<file path="config.mk">
export PLATFORM = sky130hd
export DESIGN_NAME = mtmr_top
export DESIGN_NICKNAME = d
export VERILOG_FILES = /design/src/rtl/mtmr_pkg.sv /design/src/rtl/mtmr_tick_sel.sv /design/src/rtl/mtmr_count.sv /design/src/rtl/mtmr_pwm.sv /design/src/rtl/mtmr_top.sv
export SDC_FILE = /design/constraint.sdc
export NUM_CORES = 1
export LEC_CHECK = 0
export ABC_AREA = 1
export BUFFER_PORTS_ARGS = -buffer_cell sky130_fd_sc_hd__buf_2
export CORE_AREA = 2 2 62 107
export CTS_CLUSTER_DIAMETER = 100
export DETAILED_ROUTE_END_ITERATION = 10
export DIE_AREA = 0 0 64 109
export PLACE_DENSITY_LB_ADDON = 0.3
export RECOVER_POWER = 100
export SYNTH_ARGS = -nofsm -noshare
export SYNTH_HDL_FRONTEND = slang
export SYNTH_SLANG_ARGS = --single-unit
</file>
<file path="constraint.sdc">
create_clock -name clk_i -period 2.3 [get_ports clk_i]
set_input_delay 0.115 -clock clk_i [delete_from_list [all_inputs] [get_ports clk_i]]
set_output_delay 0.115 -clock clk_i [all_outputs]
set_load 0.05 [all_outputs]
</file>
<file path="src/rtl/mtmr_pkg.sv">
package mtmr_pkg;

  typedef enum logic [1:0] {
    MD_DUAL    = 2'd0,
    MD_TMR_PWM = 2'd1,
    MD_WIDE    = 2'd2,
    MD_VPWM    = 2'd3
  } mtmr_mode_e;

endpackage

</file>
<file path="src/rtl/mtmr_tick_sel.sv">
module mtmr_tick_sel
  import mtmr_pkg::*;
(
  input  mtmr_mode_e mode_i,
  input  logic       run_i,
  input  logic       half_res_i,
  input  logic       tick_i,
  input  logic       tick2_i,
  output logic       adv_lo_o,
  output logic       adv_hi_o
);

  logic wide_mode;
  logic wide_strobe;

  assign wide_mode   = (mode_i == MD_WIDE) || (mode_i == MD_VPWM);
  assign wide_strobe = half_res_i ? tick2_i : tick_i;

  // Byte modes always use the base strobe; chained modes honour the resolution bit.
  assign adv_lo_o = run_i && (wide_mode ? wide_strobe : tick_i);
  assign adv_hi_o = run_i && (wide_mode ? wide_strobe : tick_i);

endmodule

</file>
<file path="src/rtl/mtmr_count.sv">
module mtmr_count
  import mtmr_pkg::*;
#(
  parameter int HW  = 8,
  parameter int WSW = $clog2(HW),
  parameter int FW  = 2 * HW
) (
  input  logic           clk_i,
  input  logic           rst_ni,
  input  logic           run_i,
  input  mtmr_mode_e     mode_i,
  input  logic [WSW-1:0] vwidth_i,
  input  logic           adv_lo_i,
  input  logic           adv_hi_i,
  input  logic [HW-1:0]  prd_lo_i,
  input  logic [HW-1:0]  prd_hi_i,
  output logic [FW-1:0]  cnt_o,
  output logic           pend_o,
  output logic           ovf_lo_o,
  output logic           ovf_hi_o
);

  localparam logic [FW-1:0] ONE     = FW'(1);
  localparam logic [HW-1:0] LO_ONES = {HW{1'b1}};

  logic [HW-1:0] lo_q, hi_q, lo_n, hi_n;
  logic [FW-1:0] full, full_n, vmask, prd_full;
  logic          fl_lo, fl_hi, ovf_lo_q, ovf_hi_q;

  assign full     = {hi_q, lo_q};
  assign prd_full = {prd_hi_i, prd_lo_i};
  assign vmask    = (ONE << (HW + 1 + int'(vwidth_i))) - ONE;

  always_comb begin
    lo_n   = lo_q;
    hi_n   = hi_q;
    full_n = full;
    fl_lo  = 1'b0;
    fl_hi  = 1'b0;
    pend_o = 1'b0;
    unique case (mode_i)
      MD_DUAL, MD_TMR_PWM: begin
        if (adv_lo_i) begin
          if (lo_q == prd_lo_i) begin
            lo_n  = '0;
            fl_lo = 1'b1;
          end else begin
            lo_n = lo_q + 1'b1;
          end
        end
        if (adv_hi_i) begin
          if (hi_q == prd_hi_i) begin
            hi_n   = '0;
            fl_hi  = 1'b1;
            pend_o = (mode_i == MD_TMR_PWM);
          end else begin
            hi_n = hi_q + 1'b1;
          end
        end
      end
      MD_WIDE: begin
        if (adv_hi_i) begin
          fl_lo = (lo_q == LO_ONES);
          if (full == prd_full) begin
            full_n = '0;
            fl_hi  = 1'b1;
          end else begin
            full_n = full + ONE;
          end
        end
        {hi_n, lo_n} = full_n;
      end
      default: begin
        if (adv_hi_i) begin
          fl_lo = (lo_q == LO_ONES);
          if ((full & vmask) == vmask) begin
            full_n = '0;
            fl_hi  = 1'b1;
            pend_o = 1'b1;
          end else begin
            full_n = (full + ONE) & vmask;
          end
        end
        {hi_n, lo_n} = full_n;
      end
    endcase
  end

  always_ff @(posedge clk_i or negedge rst_ni) begin
    if (!rst_ni) begin
      lo_q     <= '0;
      hi_q     <= '0;
      ovf_lo_q <= 1'b0;
      ovf_hi_q <= 1'b0;
    end else if (!run_i) begin
      lo_q     <= '0;
      hi_q     <= '0;
      ovf_lo_q <= 1'b0;
      ovf_hi_q <= 1'b0;
    end else begin
      lo_q     <= lo_n;
      hi_q     <= hi_n;
      ovf_lo_q <= fl_lo;
      ovf_hi_q <= fl_hi;
    end
  end

  assign cnt_o    = full;
  assign ovf_lo_o = ovf_lo_q;
  assign ovf_hi_o = ovf_hi_q;

  // a low overflow pulse is always caused by a strobe on the previous edge
  p_lo_flag_from_strobe_r11: assert property (@(posedge clk_i) disable iff (!rst_ni)
    ovf_lo_q |-> $past(adv_lo_i));

  // same for the high byte
  p_hi_flag_from_strobe_r11: assert property (@(posedge clk_i) disable iff (!rst_ni)
    ovf_hi_q |-> $past(adv_hi_i));

  // a stopped timer leaves a cleared count and no requests
  p_stop_clears_r9: assert property (@(posedge clk_i) disable iff (!rst_ni)
    !run_i |=> (cnt_o == '0) && !ovf_lo_q && !ovf_hi_q);

endmodule

</file>
<file path="src/rtl/mtmr_pwm.sv">
module mtmr_pwm
  import mtmr_pkg::*;
#(
  parameter int HW  = 8,
  parameter int WSW = $clog2(HW),
  parameter int FW  = 2 * HW
) (
  input  logic           clk_i,
  input  logic           rst_ni,
  input  logic           run_i,
  input  mtmr_mode_e     mode_i,
  input  logic [WSW-1:0] vwidth_i,
  input  logic [FW-1:0]  cnt_i,
  input  logic           pend_i,
  input  logic [FW-1:0]  cmp_i,
  output logic           pwm_o
);

  localparam logic [FW-1:0] ONE = FW'(1);

  logic [FW-1:0] cmp_q;
  logic [FW-1:0] vmask;
  logic          lvl_byte, lvl_wide;

  assign vmask = (ONE << (HW + 1 + int'(vwidth_i))) - ONE;

  // Shadowed compare: follows the input while idle, otherwise only at a period end.
  always_ff @(posedge clk_i or negedge rst_ni) begin
    if (!rst_ni)                cmp_q <= '0;
    else if (!run_i || pend_i)  cmp_q <= cmp_i;
  end

  assign lvl_byte = cnt_i[FW-1:HW] < cmp_q[HW-1:0];
  assign lvl_wide = cnt_i < cmp_q;

  always_comb begin
    pwm_o = 1'b0;
    if (run_i) begin
      if (mode_i == MD_TMR_PWM)   pwm_o = lvl_byte;
      else if (mode_i == MD_VPWM) pwm_o = lvl_wide;
    end
  end

  // the active compare value never moves mid-period while running
  p_cmp_held_r8: assert property (@(posedge clk_i) disable iff (!rst_ni)
    (run_i && !pend_i) |=> $stable(cmp_q));

  // zero compare never drives the output high
  p_zero_low_r3: assert property (@(posedge clk_i) disable iff (!rst_ni)
    (cmp_q == '0) |-> !pwm_o);

  // a compare beyond the variable period keeps the output high
  p_over_high_r4: assert property (@(posedge clk_i) disable iff (!rst_ni)
    (run_i && mode_i == MD_VPWM && cmp_q > vmask) |-> pwm_o);

  // output low while stopped
  p_idle_low_r9: assert property (@(posedge clk_i) disable iff (!rst_ni)
    !run_i |-> !pwm_o);

endmodule

</file>
<file path="src/rtl/mtmr_top.sv">
module mtmr_top
  import mtmr_pkg::*;
(
  input  logic        clk_i,
  input  logic        rst_ni,
  input  logic        run_i,
  input  logic [1:0]  mode_i,
  input  logic        half_res_i,
  input  logic [2:0]  vwidth_i,
  input  logic        tick_i,
  input  logic        tick2_i,
  input  logic [7:0]  prd_lo_i,
  input  logic [7:0]  prd_hi_i,
  input  logic [15:0] cmp_i,
  output logic        pwm_o,
  output logic        ovf_lo_o,
  output logic        ovf_hi_o
);

  localparam int HW  = 8;
  localparam int WSW = $clog2(HW);
  localparam int FW  = 2 * HW;

  mtmr_mode_e    mode;
  logic          adv_lo, adv_hi, pend;
  logic [FW-1:0] cnt;

  assign mode = mtmr_mode_e'(mode_i);

  mtmr_tick_sel u_tick (
    .mode_i     (mode),
    .run_i      (run_i),
    .half_res_i (half_res_i),
    .tick_i     (tick_i),
    .tick2_i    (tick2_i),
    .adv_lo_o   (adv_lo),
    .adv_hi_o   (adv_hi)
  );

  mtmr_count #(.HW(HW), .WSW(WSW), .FW(FW)) u_count (
    .clk_i    (clk_i),
    .rst_ni   (rst_ni),
    .run_i    (run_i),
    .mode_i   (mode),
    .vwidth_i (vwidth_i),
    .adv_lo_i (adv_lo),
    .adv_hi_i (adv_hi),
    .prd_lo_i (prd_lo_i),
    .prd_hi_i (prd_hi_i),
    .cnt_o    (cnt),
    .pend_o   (pend),
    .ovf_lo_o (ovf_lo_o),
    .ovf_hi_o (ovf_hi_o)
  );

  mtmr_pwm #(.HW(HW), .WSW(WSW), .FW(FW)) u_pwm (
    .clk_i    (clk_i),
    .rst_ni   (rst_ni),
    .run_i    (run_i),
    .mode_i   (mode),
    .vwidth_i (vwidth_i),
    .cnt_i    (cnt),
    .pend_i   (pend),
    .cmp_i    (cmp_i),
    .pwm_o    (pwm_o)
  );

  // outputs quiet in the first cycle after reset release
  p_reset_quiet_r10: assert property (@(posedge clk_i) disable iff (!rst_ni)
    $rose(rst_ni) |-> !ovf_lo_o && !ovf_hi_o);

endmodule

</file>
==> results.md <==
* Post-synth top area share at 25.3%
* Synthesized area per cell at 6.16 sq um
* Synth warn at 0
* Worst reg2reg path depth at 11
* Crit Path Category: reg2out
* IO Pins at 46
* Die height at 109 microns
* Worst setup path end: pwm_o
* Final Max Tran Viols at 0
* R2R Path Start: u_count.hi_q[7]
* Register area at 853 sq um
* DRT Pass-1 Iters at 4
* Slowest cell delay on critical path at 490 ps
* Gpl congestion at 0.940
* Post-Syn Area at 3360 sq um
* Vias at 3583
* Clk sinks at 34
* Longest Clk Path Bufs at 2
* CP cell instances: ha_1 > nand2_1 > inv_1 > o21ai_0 > nand2_1 > a21oi_1 > nand3_1 > a21oi_1 > buf_4
* Slowest cell on crit path: dfrtp_2
* Final clock skew at 4.58 ps
* # setup viols final at 0
* Cells after synthesis at 545
* DR iter-0 viols at approximately 230
* Synth cell types at 30
* DPL Wire Length at 7170 microns
* CTS tree: done
* HP Class: in2reg
* Total power divided by cell area at ~430 nW/um^2
* I/O Buffers at 45
* Final Hold Viols at 0
* Worst setup EP type: output pin
* Drt drc at 0
* Worst-Margin Slew at approximately 860 ps
* Asr flop ratio synth at 100%
* CTS H-tree lvls at 2
* RSZ-0062 raised after global routing: no
* Worst reg-to-reg setup slack at approximately 150 ps
* Signal arrival time at the worst endpoint at slightly above 2000 ps
* WL per Instance at roughly 13 microns
* Final WS setup at between 100 and 150 ps
* Vias in the first global route at approximately 3400
* DR vias/cell at 5.32
* Clock Root Buffer: clkbuf_8
* Setup TNS at 0 ps
* Die span in x at roughly 64 microns
* Core Area at 6130 sq um
* Commonest non-fill, non-tap cell in the layout: nand2_1
* Total gr overflow at 0
* Synth area leaders: dfrtp_1 (25%), nand2_1 (22%), ha_1 (9.3%)
* ANT cells at 0
* Multi-input combinational cell area at 2130 sq um
* Clock transition at path regs at 70 ps
* Post-synth EDFFs at 0
* Post-synthesis sequential area ratio at 25.3%
* Synth Register Bits at 34
* Antenna violations before repair at 0
* Post-Route WL at 8950 microns
* Row count at 38
* Synth-to-Final Area Change at 11.7%
* Top_reg_cell synth: dfrtp_1
* Status: finished clean
* First-pass GRT wire length at 15000 microns
* Nets at 660
* Number of buffers created by CTS at 5
* Post-synth net total at 613
* Yosys top cell by area: dfrtp_1
* Peak VDD IR at 0.491 mV
* Critical path required time at 2180 ps
* Crit. Startpoint: u_count.hi_q[5]
* CP max FO at 9
* Fill cells at 599
* Later-pin clock latency in the skew report at slightly below 300 ps
* Die Area at 6980 sq um
* LEAKAGE at 2.13 nW
* Pin count of the biggest net entering global routing at 35
* Share of cells above drive strength 1 at between 10% and 20%
* Reg2Reg Capture Point: u_count.lo_q[7]
* Period minus WS final at 2170 ps
* Slew headroom at 42.5%
* Most frequent cells in the layout: nand2_1 (201), inv_1 (67), nor2_1 (50), nand3_1 (48), buf_2 (41)
* Setup crit start kind: flop
* GRT Util Overall at between 20% and 30%
* Period utilization at 94.5%
* Final ANT Viol Nets at 0
* Pre-CTS setup slack at around 96 ps
* Max-cap violations at 0
* Maximum clock frequency at 460 MHz
* Starting density of the core at a little over half
through the flow:
step,cell area [sq um],cells,power [W],utilization [%],hold slack (ps)
detailed placement,3660,663,0.00115,59.6,232
CTS,3760,672,0.00160,61.3,18.3
floorplan,3360,545,0.00100,-,-181
global placement,3660,663,0.00113,59.6,222
global route,3750,673,0.00171,61.2,21.9
finish,3750,673,0.00160,61.2,18.5
kinds of logic (layout without fill, tap and decap cells):
| family | count (synthesis) | count (layout) | synth area share (%) |
|---|---|---|---|
| and+or+nand+nor | 334 | 334 | 42.6 |
| xor gates and xnor gates | 19 | 19 | 4.95 |
| AOI/OAI and AO/OA | 44 | 44 | 6.93 |
| buffers and inverters | 89 | 137 | 10.8 |
| adders and majority gates | 25 | 25 | 9.31 |
| DFF | 34 | 34 | 25.3 |
critical path: cells and delay by family, from the launching register on:
kind / cells / cell delay [ps]
fa+ha+maj: 1 / 340
compound gates: 3 / 410
flops: 1 / 490
simple gates: 3 / 280
buf+inv: 2 / 260
cell usage after synthesis (4+ instances only):
library cell and count:
a21oi_1 20, nand3_1 48, nand2_2 14, xnor2_1 7
buf_2 11, nand2_1 199, xor2_1 12, nand4_1 8
o21ai_0 17, inv_2 4, nor2_1 50, dfrtp_1 34
nor3_1 4, ha_1 25, inv_1 67
state kept, by name, summed over array words and instances, names as in the netlist:
register	flops
u_count.hi_q	8
u_count.ovf_hi_o	1
u_count.lo_q	8
u_count.ovf_lo_o	1
u_pwm.cmp_q	16
layer usage:
layer | vias to the layer above | global-route usage [%] | wire length, microns
met5 | - | 0 | 0
li1 | 1805 | - | -
met2 | 112 | 50.9 | 4820
met3 | 26 | 2.99 | 382
met4 | 0 | 15.8 | 387
met1 | 1640 | 28.9 | 3370
timing repair:
action | 4_1_cts | 5_1_grt
hold buffers | 1 | 0
hold endpoints to repair | 34 | 0
setup endpoints to repair | 0 | 9
gates resized for setup | 0 | 6
buffers inserted | 0 | 1
how the worst min path moves through the flow:
stage	start	endpoint	slack [ps]	cells after the start
finish	cmp_i[6]	u_pwm.cmp_q[6]	20	3
global route	cmp_i[4]	u_pwm.cmp_q[4]	20	3
CTS	cmp_i[0]	u_pwm.cmp_q[0]	20	3
detailed placement	rst_ni	u_pwm.cmp_q[15]	230	1
global placement	rst_ni	u_pwm.cmp_q[15]	220	1
floorplan	rst_ni	u_count.hi_q[0]	-180	0
power breakdown:
group          leakage, nW  total, W  switching, W  internal [W]
combinational         1.65  0.000462      0.000288      0.000174
clock               0.0482  0.000455      0.000214      0.000241
sequential           0.438  0.000682     0.0000450      0.000637
layout make-up:
class                   instances  share of cell area (%)
clock buffers                   7                    2.30
clock inverters                 1                   0.133
inverters                      74                    7.40
multi-input cells             422                    56.8
flip-flops and latches         34                    22.7
well taps                      80                    2.67
repair buffers                 55                    7.94
No activity file was read; power rests on OpenSTA's default activity.
